[config.mk]
export PLATFORM = sky130hd
export DESIGN_NAME = lpt_host_ctrl
export DESIGN_NICKNAME = d
export VERILOG_FILES = /design/src/rtl/lpt_pkg.sv /design/src/rtl/lpt_sync.sv /design/src/rtl/lpt_tick.sv /design/src/rtl/lpt_host_ctrl.sv
export SDC_FILE = /design/constraint.sdc
export NUM_CORES = 1
export LEC_CHECK = 0
export ABC_AREA = 1
export BUFFER_PORTS_ARGS = -buffer_cell sky130_fd_sc_hd__buf_2
export CAP_MARGIN = 40
export CELL_PAD_IN_SITES_DETAIL_PLACEMENT = 1
export CELL_PAD_IN_SITES_GLOBAL_PLACEMENT = 1
export CORE_ASPECT_RATIO = 1.2
export CORE_UTILIZATION = 40
export DETAILED_ROUTE_END_ITERATION = 8
export GPL_ROUTABILITY_DRIVEN = 0
export PLACE_DENSITY_LB_ADDON = 0.1
export SLEW_MARGIN = 20
export SYNTH_ARGS = -nofsm -noshare
export SYNTH_HDL_FRONTEND = slang
export SYNTH_SLANG_ARGS = --single-unit
[constraint.sdc]
create_clock -name clk -period 4.35 [get_ports clk]
set_input_delay 0.6525 -clock clk [delete_from_list [all_inputs] [get_ports clk]]
set_output_delay 0.6525 -clock clk [all_outputs]
set_load 0.03 [all_outputs]
[src/rtl/lpt_pkg.sv]
package lpt_pkg;
  typedef enum logic [2:0] {
    ST_IDLE  = 3'd0,
    ST_SETUP = 3'd1,
    ST_WNB   = 3'd2,
    ST_STRB  = 3'd3,
    ST_WACK  = 3'd4,
    ST_WREL  = 3'd5
  } lpt_state_e;
endpackage

[src/rtl/lpt_sync.sv]
module lpt_sync #(
  parameter int W = 2,
  parameter int STAGES = 2,
  parameter logic [W-1:0] RST_VAL = '0
) (
  input  logic         clk,
  input  logic         rst_n,
  input  logic [W-1:0] d,
  output logic [W-1:0] q
);
  for (genvar g = 0; g < W; g++) begin : g_bit
    logic [STAGES-1:0] sh;
    always_ff @(posedge clk or negedge rst_n) begin
      if (!rst_n) sh <= {STAGES{RST_VAL[g]}};
      else        sh <= {sh[STAGES-2:0], d[g]};
    end
    assign q[g] = sh[STAGES-1];
  end
endmodule

[src/rtl/lpt_tick.sv]
module lpt_tick #(
  parameter int W = 16
) (
  input  logic         clk,
  input  logic         rst_n,
  input  logic         load,
  input  logic [W-1:0] load_val,
  output logic         last
);
  logic [W-1:0] cnt;

  always_ff @(posedge clk or negedge rst_n) begin
    if (!rst_n)            cnt <= '0;
    else if (load)         cnt <= (load_val == '0) ? W'(1) : load_val;
    else if (cnt > W'(1))  cnt <= cnt - W'(1);
  end

  assign last = (cnt == W'(1));
endmodule

[src/rtl/lpt_host_ctrl.sv]
module lpt_host_ctrl
  import lpt_pkg::*;
#(
  parameter int DATA_W = 8,
  parameter int TICK_W = 8,
  parameter int TO_W   = 16
) (
  input  logic              clk,
  input  logic              rst_n,
  input  logic [DATA_W-1:0] in_data,
  input  logic              in_valid,
  output logic              in_ready,
  input  logic [TICK_W-1:0] cfg_setup,
  input  logic [TICK_W-1:0] cfg_strobe,
  input  logic [TO_W-1:0]   cfg_timeout,
  output logic [DATA_W-1:0] pd_out,
  output logic              strobe_n,
  input  logic              busy_in,
  input  logic              ack_n_in,
  output logic              err_pulse
);
  localparam int TMR_W = (TO_W > TICK_W) ? TO_W : TICK_W;

  lpt_state_e st, nxt;
  logic [1:0] sq;
  logic busy_s, ack_s, ack_d, ack_fall, ack_hit;
  logic tmr_load, tmr_last, err_set;
  logic [TMR_W-1:0] tmr_val;

  // busy resets low, acknowledge resets to its released level
  lpt_sync #(.W(2), .STAGES(2), .RST_VAL(2'b01)) u_sync (
    .clk(clk), .rst_n(rst_n), .d({busy_in, ack_n_in}), .q(sq)
  );
  assign busy_s = sq[1];
  assign ack_s  = sq[0];

  lpt_tick #(.W(TMR_W)) u_tick (
    .clk(clk), .rst_n(rst_n), .load(tmr_load), .load_val(tmr_val), .last(tmr_last)
  );

  assign ack_fall = ack_d & ~ack_s;
  assign in_ready = (st == ST_IDLE);
  assign strobe_n = (st != ST_STRB);

  always_comb begin
    nxt = st; tmr_load = 1'b0; tmr_val = '0; err_set = 1'b0;
    case (st)
      ST_IDLE: if (in_valid) begin
        nxt = ST_SETUP; tmr_load = 1'b1; tmr_val = TMR_W'(cfg_setup);
      end
      ST_SETUP: if (tmr_last) begin
        nxt = ST_WNB; tmr_load = 1'b1; tmr_val = TMR_W'(cfg_timeout);
      end
      ST_WNB: if (!busy_s) begin
        nxt = ST_STRB; tmr_load = 1'b1; tmr_val = TMR_W'(cfg_strobe);
      end else if (tmr_last) begin
        nxt = ST_IDLE; err_set = 1'b1;
      end
      ST_STRB: if (tmr_last) begin
        nxt = ST_WACK; tmr_load = 1'b1; tmr_val = TMR_W'(cfg_timeout);
      end
      ST_WACK: if (ack_hit || ack_fall) begin
        nxt = ST_WREL; tmr_load = 1'b1; tmr_val = TMR_W'(cfg_timeout);
      end else if (tmr_last) begin
        nxt = ST_IDLE; err_set = 1'b1;
      end
      ST_WREL: if (ack_s) begin
        nxt = ST_IDLE;
      end else if (tmr_last) begin
        nxt = ST_IDLE; err_set = 1'b1;
      end
      default: nxt = ST_IDLE;
    endcase
  end

  always_ff @(posedge clk or negedge rst_n) begin
    if (!rst_n) begin
      st        <= ST_IDLE;
      pd_out    <= '0;
      ack_d     <= 1'b1;
      ack_hit   <= 1'b0;
      err_pulse <= 1'b0;
    end else begin
      st        <= nxt;
      ack_d     <= ack_s;
      err_pulse <= err_set;
      if (in_valid && in_ready) pd_out <= in_data;
      if (st == ST_IDLE) ack_hit <= 1'b0;
      else if (ack_fall && (st == ST_STRB || st == ST_WACK)) ack_hit <= 1'b1;
    end
  end


  strobe_busy_chk: assert property (@(posedge clk) disable iff (!rst_n)
    (st == ST_WNB && busy_s) |=> strobe_n);


  data_hold_chk: assert property (@(posedge clk) disable iff (!rst_n)
    (!in_ready && $past(!in_ready)) |-> $stable(pd_out));


  ready_drop_chk: assert property (@(posedge clk) disable iff (!rst_n)
    (in_valid && in_ready) |=> !in_ready);


  ready_rise_chk: assert property (@(posedge clk) disable iff (!rst_n)
    $rose(in_ready) |-> (ack_s || err_pulse));


  err_single_chk: assert property (@(posedge clk) disable iff (!rst_n)
    err_pulse |=> !err_pulse);
endmodule

* Yosys cells after proc, flatten, opt, wreduce, memory -nomap -nowiden *
Index checks and enable logic that the tools add are counted.

word-level totals
  bits in registers = 34
  bits in latches = 0
  bits in writable memories = 0
  memory bits (read-only) = 0
  input port bits = 45
  output and inout bits = 11
  word-level logic and storage cells = 59
  memories kept = 0

cells by class
  $add $sub $neg = 1
  $mul = 0
  divide/modulo/power cells = 0
  order comparisons = 1
  equal/unequal tests = 10
  shift operators = 0
  mux-type cells = 27
  bitwise logic cells = 2
  reduce and logical (&&, ||, !) cells = 10

operators by type and width
  operator                                              number
  two-way mux 16 bit                                    5
  case mux 16 bit (4 select lines)                      1
  two-way mux 3 bit                                     7
  case mux 3 bit (6 select lines)                       1
  == test 16 x 1 -> 1 bit (second input constant)       1
  > comparator 16 x 1 -> 1 bit (second input constant)  1
  logical NOT 16 bit                                    1
  two-way mux 8 bit                                     2
  subtractor 16 x 1 -> 16 bit (second input constant)   1
  two-way mux 1 bit                                     9
  == test 3 x 2 -> 1 bit (second input constant)        2
  == test 3 bit (second input constant)                 2
  != test 2 bit (second input constant)                 3
  case mux 1 bit (4 select lines)                       1
  nonzero test 2 bit                                    2
  == test 3 x 1 -> 1 bit (second input constant)        1
  logical NOT 3 bit                                     1
  != test 3 x 2 -> 1 bit (second input constant)        1
  case mux 1 bit (3 select lines)                       1
  AND reduction 3 bit                                   1
  logical AND 1 bit                                     2
  logical OR 1 bit                                      2
  OR reduction 2 bit                                    1
  bitwise AND 1 bit                                     1
  inverter 1 bit                                        1

* Logic depth before layout (Yosys ltp) *
Gate-level depths: netlist (run 1).

  depth in word-level cells = 8
  gate-level depth with buffers = 14

* By module *
Synthesis (run 1) repeated with hierarchy kept, for this count alone.

second synthesis, totals
  cells, all modules = 318
  area total of the unflattened synthesis = 2217.1 um^2

by module, submodules not included
  module         instances  cells an instance  area an instance (um^2)
  lpt_tick       1          175                1164.9
  lpt_host_ctrl  1          137                934.6
  lpt_sync       1          6                  117.6

* Worst setup path after synthesis (run 1) *
Ideal clock, no wire load.

  path kind = register -> register
  from = reg st[0]
  to = reg u_tick.cnt[4]
  data arrival time = 1.800 ns
  data required time = 4.230 ns
  setup slack = 2.430 ns
  cell stages (with the launch flop) = 7
  buffers on the path = 1
  period minus slack after synthesis = 1.920 ns
  path through = dfrtp_1 nor3_2 nand2_2 nand4_4 inv_1 buf_6 a31o_2

RTL lines
  item                              RTL line             text
  start, declared                   lpt_host_ctrl.sv:24  lpt_state_e st, nxt;
  start signal, assigned            lpt_host_ctrl.sv:84  st <= nxt;
  logical NOT 3 bit *               -
  net in_ready                      lpt_host_ctrl.sv:12  output logic in_ready,
  case mux 16 bit (4 select lines)  lpt_host_ctrl.sv:47  case (st)
  logical NOT 16 bit                lpt_tick.sv:14       else if (load) cnt <= (load_val == '0) ? W'(1) : load_val;
  two-way mux 16 bit (2 in series)  lpt_tick.sv:14
  end signal, assigned              lpt_tick.sv:14
  end signal, assigned              lpt_tick.sv:15       else if (cnt > W'(1)) cnt <= cnt - W'(1);
  end, declared                     lpt_tick.sv:10       logic [W-1:0] cnt;

Mark *: on every way through the listed nets, which the timed path passes. The rest lies on a longest branch.
A chain may end at the register's enable or synchronous reset.

* Worst setup path after layout (run 1) *
  from = reg st[0]
  to = out in_ready

between the ends
  word-level cells in the longest chain between the ends = 1

RTL lines
  item               RTL line             text
  logical NOT 3 bit  lpt_host_ctrl.sv:42  assign in_ready = (st == ST_IDLE);
  end, declared      lpt_host_ctrl.sv:12

Every way passes these cells.

==> results.json, run 1 <==
{
  "status": "complete, no violations",
  "path_max_fanout": 5,
  "cts_tree": "done",
  "portBuffers": 55,
  "vias_per_cell": 5.19,
  "rows": 27,
  "ys_ff_latch": 34,
  "clk_pin_slew_ns": 0.07,
  "antenna_found_initial": 0,
  "drc": 0,
  "setup_tns_ns": 0,
  "wl_per_cell_um": 14.9,
  "drt-pass1-iter-count": 4,
  "power.internal_w": 0.000869,
  "yosys.area.top_type": "dfrtp_1",
  "clkPwrFrac": 0.148,
  "grt_overflow": 0,
  "fin_crit_sh": 0.463,
  "finalMaxSlewViolations": 0,
  "setup_viol": 0,
  "synthDistinctLibCells": 35,
  "fin_hold_ws_ns": 0.202,
  "power.leakage_nw": 1.27,
  "min_path_type": "primary input to asynchronous set/reset pin",
  "track_usage": 0.245,
  "pwr-share-comb": 0.534,
  "fin_ws_ns": 2.33,
  "clock_sinks": 34,
  "swShare": 0.493,
  "clkLatencyLatePin_ns": 0.30,
  "powerDensity_nw_per_um2": 702,
  "synth_seq_area_share": 0.424,
  "hold_violations": 0,
  "worstSetupPathType": "flop to output port",
  "fillCellCount": 627,
  "antennaDiodeCount": 0,
  "ctsHtreeMaxLevel": 2,
  "io_pins": 56,
  "pre_cts_slack_ns": 2.24,
  "multiInputGateArea_um2": 1030,
  "synth_area_leaders": "dfrtp_1, nand2_1, a21oi_1",
  "start_util": 0.426,
  "slew_headroom": 0.562,
  "crit_path_end_kind": "output port",
  "dieWidth_um": 66.8,
  "cp.required_ns": 3.70,
  "ctsHoldBuffers": 0,
  "clock.fmax_mhz": 496,
  "power.switching_w": 0.000846,
  "rsz0062_at_grt": "false",
  "critPathArrivalTime_ns": 1.36,
  "synth_fp_nets": 317,
  "synth_top_area_share": 0.385,
  "grt_first_pass_wirelength_um": 9660,
  "cts_buffers": 5,
  "root_buffer": "clkbuf_8",
  "nNetsFinal": 376,
  "syn_avg_cell_area_um2": 7.47,
  "grt_max_degree": 35,
  "yosys_warnings": 0,
  "peakVddDrop_mv": 0.321,
  "tightest_slew_ns": 0.657,
  "cts_resized": 0,
  "final_util": 0.516,
  "seqCellArea_um2": 855,
  "syn_area_um2": 2020,
  "period_needed_ns": 2.02,
  "area_growth_pct": 21.2,
  "skew_ns": 0.0106,
  "cts_buffer_depth": 2,
  "die_y_um": 79.8,
  "post-cts-setup-buffers": 0,
  "post-dp-hpwl_um": 4600,
  "dp_cells": 379,
  "ant_nets": 0,
  "drive_gt1_frac": 0.258,
  "vias": 2012,
  "cap_violations": 0,
  "pwr-share-seq": 0.318,
  "stdcell_count": 388,
  "dr.first_iter.drc_count": 52,
  "first_global_vias": 2167,
  "start_kind": "flop",
  "core_area_um2": 4730,
  "routed_wl_um": 5760,
  "synth_cells": 270,
  "die_area_um2": 5330
}
-- power by group through the flow --
| stage | Clock, W | Sequential (W) | Combinational, W |
|---|---|---|---|
| after detailed placement | 0 | 0.000549 | 0.000925 |
| after floorplan | 0 | 0.000597 | 0.000621 |
| after CTS | 0.000262 | 0.000545 | 0.000925 |
| after global routing | 0.000277 | 0.000564 | 0.00103 |
| after global placement | 0 | 0.000547 | 0.000902 |
| final | 0.000255 | 0.000545 | 0.000916 |
-- final cells by class --
class	instances	share of cell area
clock buffers	6	0.0338
clock inverters	2	0.00512
inverters	25	0.0384
multi-input cells	207	0.422
flip-flops and latches	34	0.350
well taps	58	0.0297
repair buffers	56	0.121
-- cell usage after synthesis, drive strengths merged --
library cell and instances:
a21oi 27, a221oi 1, a31o 1, a31oi 1
buf 4, dfrtp 31, dfstp 3, ha 2
inv 25, nand2 85, nand3 15, nand3b 1
nand4 6, nor2 36, nor3 6, nor4 1
o21ai 17, o22ai 1, o32ai 1, o41ai 2
xnor2 3, xor2 1
-- logic make-up after synthesis --
| group | synth area share |
|---|---|
| AOI/OAI and AO/OA | 0.143 |
| xor gates and xnor gates | 0.0174 |
| adders and majority gates | 0.0124 |
| buffers and inverters | 0.0646 |
| DFF | 0.424 |
| and+or+nand+nor | 0.339 |
-- state kept, by name (all words and copies together) (netlist names) --
name and flops:
st 3, u_sync.g_bit.sh 4, ack_hit 1, ack_d 1, u_tick.cnt 16, err_pulse 1
pd_out 8
-- per-stage QoR --
step                      area, µm²  total power, W
after detailed placement       2330         0.00147
final                          2440         0.00172
after global placement         2330         0.00145
after global routing           2440         0.00187
after CTS                      2420         0.00173
after floorplan                2020         0.00122
-- final timing paths --
path | endpoint | from | cells past startpoint | slack, ns
max | in_ready | st[0] | 2 | 2.33
min | err_pulse | rst_n | 1 | 0.20
max reg2reg | u_tick.cnt[0] | st[1] | 12 | 2.34
min reg2reg | u_sync.g_bit[0].sh[1] | u_sync.g_bit[0].sh[0] | 0 | 0.36
max in group asynchronous | u_sync.g_bit[0].sh[0] | rst_n | 2 | 3.66
min in group clk | u_sync.g_bit[0].sh[1] | u_sync.g_bit[0].sh[0] | 0 | 0.36
-- cells in the final DEF, fill, tap and decap left out, types with 2 or more instances in the layout --
| master | count |
|---|---|
| nand2_1 | 81 |
| buf_2 | 55 |
| dfrtp_1 | 31 |
| nor2_1 | 29 |
| a21oi_1 | 27 |
| inv_1 | 24 |
| o21ai_0 | 15 |
| nand3_1 | 14 |
| clkbuf_8 | 6 |
| nor2_2 | 5 |
| nor3_1 | 5 |
| nand4_1 | 5 |
| xnor2_1 | 3 |
| dfstp_2 | 3 |
| nand2_2 | 2 |
| nor2_4 | 2 |
| nand2_4 | 2 |
| ha_1 | 2 |
-- per-layer routing --
metal,vias up,part of all wire,wire length (µm),track usage
met5,-,0,0,0
met1,958,0.39,2250,0.254
li1,1001,-,-,-
met2,41,0.54,3130,0.458
met3,12,0.041,239,0.0629
met4,0,0.026,148,0.0915
-- worst max-delay path: stages (launching register included) --
cell and delay, ns:
dfrtp_1 0.45, nor3_2 0.35, buf_2 0.27
No activity file was read; power rests on OpenSTA's default activity.
==> run 2, diff against run 1 <==
--- a/config.mk
+++ b/config.mk
@@ -5,13 +5,13 @@
 export SDC_FILE = /design/constraint.sdc
 export NUM_CORES = 1
 export LEC_CHECK = 0
-export ABC_AREA = 1
+export ABC_AREA = 0
 export BUFFER_PORTS_ARGS = -buffer_cell sky130_fd_sc_hd__buf_2
 export CAP_MARGIN = 40
 export CELL_PAD_IN_SITES_DETAIL_PLACEMENT = 1
 export CELL_PAD_IN_SITES_GLOBAL_PLACEMENT = 1
 export CORE_ASPECT_RATIO = 1.2
-export CORE_UTILIZATION = 40
+export CORE_UTILIZATION = 39
 export DETAILED_ROUTE_END_ITERATION = 8
 export GPL_ROUTABILITY_DRIVEN = 0
 export PLACE_DENSITY_LB_ADDON = 0.1
==> constraint.sdc (replaced) <==
create_clock -name clk -period 1.9 [get_ports clk]
set_input_delay 0.285 -clock clk [delete_from_list [all_inputs] [get_ports clk]]
set_output_delay 0.285 -clock clk [all_outputs]
set_load 0.03 [all_outputs]
==> results.json, run 2 <==
{
  "dr.first_iter.drc_count": 98,
  "grt_first_pass_wirelength_um": 9890,
  "portBuffers": 55,
  "fin_crit_sh": 1.20,
  "vias": 1981,
  "async_flop_share": 1.00,
  "synth_fp_nets": 239,
  "cts_tree": "done",
  "track_usage": 0.253,
  "wl_per_cell_um": 18.7,
  "clock.fmax_mhz": 439,
  "setup_tns_ns": -6.03,
  "syn_avg_cell_area_um2": 10.2,
  "dieWidth_um": 66.8,
  "tightest_slew_ns": 0.553,
  "crit_path_end_kind": "flop",
  "yosys_warnings": 0,
  "top_register": "u_tick.cnt",
  "largest_reg_flops": 16,
  "syn_area_um2": 1960,
  "rows": 27,
  "fin_hold_ws_ns": 0.0822,
  "cap_violations": 0,
  "crit_top_cell": "or4_4",
  "antennaDiodeCount": 0,
  "pwr-share-comb": 0.438,
  "clkPwrFrac": 0.210,
  "top_regs": "u_tick.cnt x16, pd_out x8, u_sync.g_bit.sh x4",
  "synth_enable_flop_cells": 0,
  "area_growth_pct": 42.8,
  "synth_top_area_share": 0.395,
  "final_area_um2": 2800,
  "start_util": 0.418,
  "crit_family": "simple AND/OR/NAND/NOR gates",
  "ant_nets": 0,
  "root_buffer": "clkbuf_8",
  "start_kind": "flop",
  "rsz0062_at_grt": "true",
  "antenna_found_initial": 0,
  "ys_top_cells_by_count": "dfrtp_1, nand2_1, nor2_1",
  "first_global_vias": 2030,
  "final_cell_mix": "buf_2, buf_4, dfrtp_1",
  "layout_commonest_cell": "buf_2",
  "path_max_fanout": 5,
  "cts_buffer_depth": 2,
  "hold_end": "u_sync.g_bit[0].sh[0]",
  "finalMaxSlewViolations": 0,
  "status": "finished with violations",
  "failed_checks": "negative setup slack",
  "min_path_type": "primary input to flop",
  "die_area_um2": 5320,
  "peakVddDrop_mv": 0.602,
  "cts_buffers": 5,
  "regToRegSetupSlack_ns": -0.38,
  "drt-pass1-iter-count": 4,
  "power.switching_w": 0.00110,
  "critPathArrivalTime_ns": 2.49,
  "grt_overflow": 0,
  "fin_ws_ns": -0.380,
  "synth_ff_type": "dfrtp_1",
  "synth_area_leaders": "dfrtp_1, mux2_2, dfstp_2",
  "slew_headroom": 0.627,
  "cp_num_buf_inv": 1,
  "skew_ns": 0.00760,
  "drive_gt1_frac": 0.503,
  "core_area_um2": 4700,
  "routed_wl_um": 6460,
  "slowest_stage": "or4_4",
  "power.leakage_nw": 1.26,
  "drc": 0,
  "swShare": 0.357,
  "reg2reg_to": "u_tick.cnt[0]",
  "clock_sinks": 34,
  "post-dp-hpwl_um": 4870,
  "clkLatencyLatePin_ns": 0.30,
  "r2r-start": "u_tick.cnt[4]",
  "die_y_um": 79.7,
  "yosys.area.top_type": "dfrtp_1",
  "synth.most_common_cell": "dfrtp_1",
  "r2r_cells": 6,
  "vias_per_cell": 5.73,
  "slowest_delay_ns": 0.54,
  "grt_max_degree": 35,
  "cp.required_ns": 2.11,
  "nNetsFinal": 334,
  "io_pins": 56,
  "synthDistinctLibCells": 44,
  "ys_ff_latch": 34,
  "synth_seq_area_share": 0.435,
  "setup_viol": 20,
  "powerDensity_nw_per_um2": 1100,
  "clk_pin_slew_ns": 0.07,
  "placed_cell_area_um2": 2550,
  "hold_start": "ack_n_in",
  "worstSetupPathType": "flop to flop",
  "period_needed_ns": 2.28,
  "ctsHtreeMaxLevel": 2,
  "hold_violations": 0,
  "whs_path_depth": 1,
  "path_cells": "or4_4, or4_4, o311ai_4, buf_4, o211ai_1, o221ai_1",
  "power.internal_w": 0.00198,
  "synth_cells": 192,
  "pwr-share-seq": 0.352
}
==> run 2: cells by family (layout without fill, tap and decap cells) <==
logic type / after synthesis / after routing / synth area share
adders and majority gates: 2 / 2 / 0.0127
DFF: 34 / 34 / 0.435
muxes: 8 / 8 / 0.0459
and+or+nand+nor: 67 / 67 / 0.189
AOI/OAI and AO/OA: 53 / 53 / 0.222
buffers and inverters: 15 / 111 / 0.0370
xor gates and xnor gates: 13 / 13 / 0.0580
==> run 2: worst reg2reg max path, cell delays in order, from the launching register on <==
cell and delay, ns:
dfrtp_1 0.39, or4_4 0.54, or4_4 0.50, o311ai_4 0.31
buf_4 0.17, o211ai_1 0.09, o221ai_1 0.18
==> run 2: power groups by stage <==
stage	Sequential (W)	Clock, W	Combinational [W]
floorplan	0.00115	0	0.000601
global placement	0.00107	0	0.00121
detailed placement	0.00108	0	0.00125
CTS	0.00108	0.000660	0.00130
global route	0.00111	0.000678	0.00147
finish	0.00109	0.000647	0.00135
==> run 2: routing by layer <==
layer / global-route usage / up-vias / part of all wire
li1: - / 925 / -
met1: 0.285 / 994 / 0.40
met2: 0.463 / 52 / 0.55
met3: 0.0429 / 10 / 0.032
met4: 0.0957 / 0 / 0.021
met5: 0 / - / 0
==> run 2: worst max-delay path by stage <==
stage                             start        endpoint  cells after the start
after detailed placement  u_tick.cnt[4]  u_tick.cnt[13]                      6
after floorplan           u_tick.cnt[4]   u_tick.cnt[4]                      7
after CTS                 u_tick.cnt[4]   u_tick.cnt[0]                      5
after global placement    u_tick.cnt[4]  u_tick.cnt[13]                      6
final                     u_tick.cnt[4]   u_tick.cnt[0]                      6
after global routing      u_tick.cnt[4]   u_tick.cnt[7]                      6
==> run 2: layout make-up <==
class	count	area, µm²
Multi-Input combinational cell	143	1120
Timing Repair Buffer	99	633
Fill cell	551	1890
Inverter	4	15.0
Tap cell	58	72.6
Clock buffer	8	110
Sequential cell	34	856
==> run 2: repair_timing <==
action                                  CTS  global route
hold buffers                              0             1
buffers inserted                          0             5
gates resized for setup                  10             5
endpoints found under the hold margin     0            31
pin swaps                                 3             5
endpoints found under the setup margin   20            20
==> run 2: stage by stage <==
step	util	cells	setup WS [ns]	total power (W)
after floorplan	-	192	-0.435	0.00175
after global placement	0.544	331	-0.413	0.00227
after detailed placement	0.544	331	-0.489	0.00233
after CTS	0.576	339	-0.331	0.00304
after global routing	0.597	346	-0.437	0.00326
final	0.597	346	-0.380	0.00309
==> run 3, diff against run 2 <==
==> constraint.sdc (replaced) <==
create_clock -name clk -period 1.9 [get_ports clk]
set_input_delay 0.095 -clock clk [delete_from_list [all_inputs] [get_ports clk]]
set_output_delay 0.095 -clock clk [all_outputs]
set_load 0.03 [all_outputs]
==> results.json, run 3 (same netlist as run 2, synthesis figures left out) <==
{
  "status": "finished with violations",
  "failed_checks": "negative setup slack",
  "rows": 27,
  "layout_commonest_cell": "buf_2",
  "stdcell_count": 345,
  "slew_headroom": 0.638,
  "pwr-share-seq": 0.355,
  "start_util": 0.418,
  "multiInputGateArea_um2": 1150,
  "grtUsageMet1": 0.301,
  "placed_cell_area_um2": 2550,
  "period_needed_ns": 2.26,
  "final_cell_mix": "buf_2, buf_4, dfrtp_1",
  "start_kind": "flop",
  "ant_nets": 0,
  "drt-pass1-iter-count": 5,
  "track_usage": 0.261,
  "worstSetupPathType": "flop to flop",
  "crit_path_end_kind": "flop",
  "skew_ns": 0.00289,
  "final_util": 0.603,
  "nNetsFinal": 333,
  "cts_buffer_depth": 2,
  "tightest_slew_ns": 0.538,
  "antenna_found_initial": 0,
  "die_y_um": 79.7,
  "final_area_um2": 2830,
  "swShare": 0.362,
  "top_register": "u_tick.cnt",
  "vias_per_cell": 5.66,
  "grt_max_degree": 35,
  "path_max_fanout": 5,
  "cts_tree": "done",
  "pre_cts_slack_ns": -0.507,
  "dieWidth_um": 66.8,
  "rsz0062_at_grt": "true",
  "drive_gt1_frac": 0.512,
  "hold_violations": 0,
  "finalMaxSlewViolations": 0,
  "powerDensity_nw_per_um2": 1070,
  "clkPwrFrac": 0.187,
  "wl_per_cell_um": 18.7,
  "min_path_type": "primary input to flop",
  "power.internal_w": 0.00192,
  "clock_sinks": 34,
  "antennaDiodeCount": 0,
  "core_area_um2": 4700,
  "crit_top_cell": "or4_4",
  "fillCellCount": 544,
  "slowest_delay_ns": 0.55,
  "cp.required_ns": 2.06,
  "first_global_vias": 2033,
  "setup_viol": 20,
  "largest_reg_flops": 16,
  "routed_wl_um": 6450,
  "fin_ws_ns": -0.356,
  "io_pins": 56,
  "clock.fmax_mhz": 443,
  "pwr-share-comb": 0.458,
  "grt-busiest-layer": "met2",
  "path_cells": "or4_4, or4_4, o311ai_4, buf_6, nand2b_4, a31oi_1",
  "portBuffers": 55,
  "ctsHtreeMaxLevel": 2,
  "grt_first_pass_wirelength_um": 10000,
  "fin_crit_sh": 1.19,
  "peakVddDrop_mv": 0.514,
  "clkLatencyLatePin_ns": 0.29,
  "power.switching_w": 0.00109,
  "area_growth_pct": 44.2,
  "cap_violations": 0,
  "grt_use_met2": 0.461,
  "top_regs": "u_tick.cnt x16, pd_out x8, u_sync.g_bit.sh x4",
  "critPathArrivalTime_ns": 2.41,
  "dr.first_iter.drc_count": 110,
  "power.leakage_nw": 1.26,
  "root_buffer": "clkbuf_8",
  "gr-usage-met3": 0.0414,
  "drc": 0,
  "slowest_stage": "or4_4",
  "clk_pin_slew_ns": 0.07,
  "vias": 1953,
  "seqCellArea_um2": 855,
  "dp_cells": 330,
  "die_area_um2": 5320,
  "cts_buffers": 5,
  "post-dp-hpwl_um": 4720,
  "grt_overflow": 0
}
-- run 3: final cells by class --
class,instances,share of cell area
multi-input cells,143,0.405
repair buffers,98,0.229
clock buffers,7,0.0305
well taps,58,0.0256
flip-flops and latches,34,0.302
inverters,4,0.00531
clock inverters,1,0.00177
-- run 3: through the flow --
stage | total power [W] | hold slack (ns) | setup TNS [ns]
2_1_floorplan | 0.00175 | -0.201 | -7.27
4_1_cts | 0.00299 | 0.0183 | -5.19
5_1_grt | 0.00319 | 0.0280 | -7.25
3_5_place_dp | 0.00232 | 0.202 | -8.71
3_3_place_gp | 0.00227 | 0.200 | -7.25
6_report | 0.00302 | 0.0270 | -6.04
-- run 3: worst paths after layout --
kind / from / to / slack [ns] / cells after the start
max: u_tick.cnt[4] / u_tick.cnt[7] / -0.36 / 6
min: cfg_timeout[12] / u_tick.cnt[12] / 0.03 / 3
max reg2reg: u_tick.cnt[4] / u_tick.cnt[7] / -0.36 / 6
min reg2reg: u_sync.g_bit[0].sh[0] / u_sync.g_bit[0].sh[1] / 0.36 / 0
max in group asynchronous: rst_n / ack_d / 1.19 / 3
min in group asynchronous: rst_n / u_tick.cnt[12] / 0.22 / 2
-- run 3: critical path: cells and delay by family (launching register included) --
family	cells	cell delay [ns]
AND/OR/NAND/NOR	3	1.16
flip-flops	1	0.39
AO/OA/AOI/OAI	2	0.41
buffers and inverters	1	0.16
-- run 3: per-layer routing --
layer  part of all wire  wire, µm  vias to the layer above
li1                   -         -                      922
met1               0.40      2560                      966
met2               0.54      3490                       54
met3              0.032       204                       11
met4              0.031       203                        0
met5                  0         0                        -
-- run 3: power groups by stage --
stage	logic, W	registers, W	clock network (W)
floorplan	0.000601	0.00115	0
global placement	0.00121	0.00107	0
detailed placement	0.00125	0.00107	0
CTS	0.00134	0.00107	0.000583
global route	0.00150	0.00109	0.000604
finish	0.00138	0.00107	0.000564
-- run 3: repair_timing --
action,in CTS,in global routing
hold buffers,3,0
setup endpoints to repair,20,20
hold endpoints to repair,33,0
cloned,0,0
setup buffers,2,1
pin swaps,14,2
resized for setup,17,7
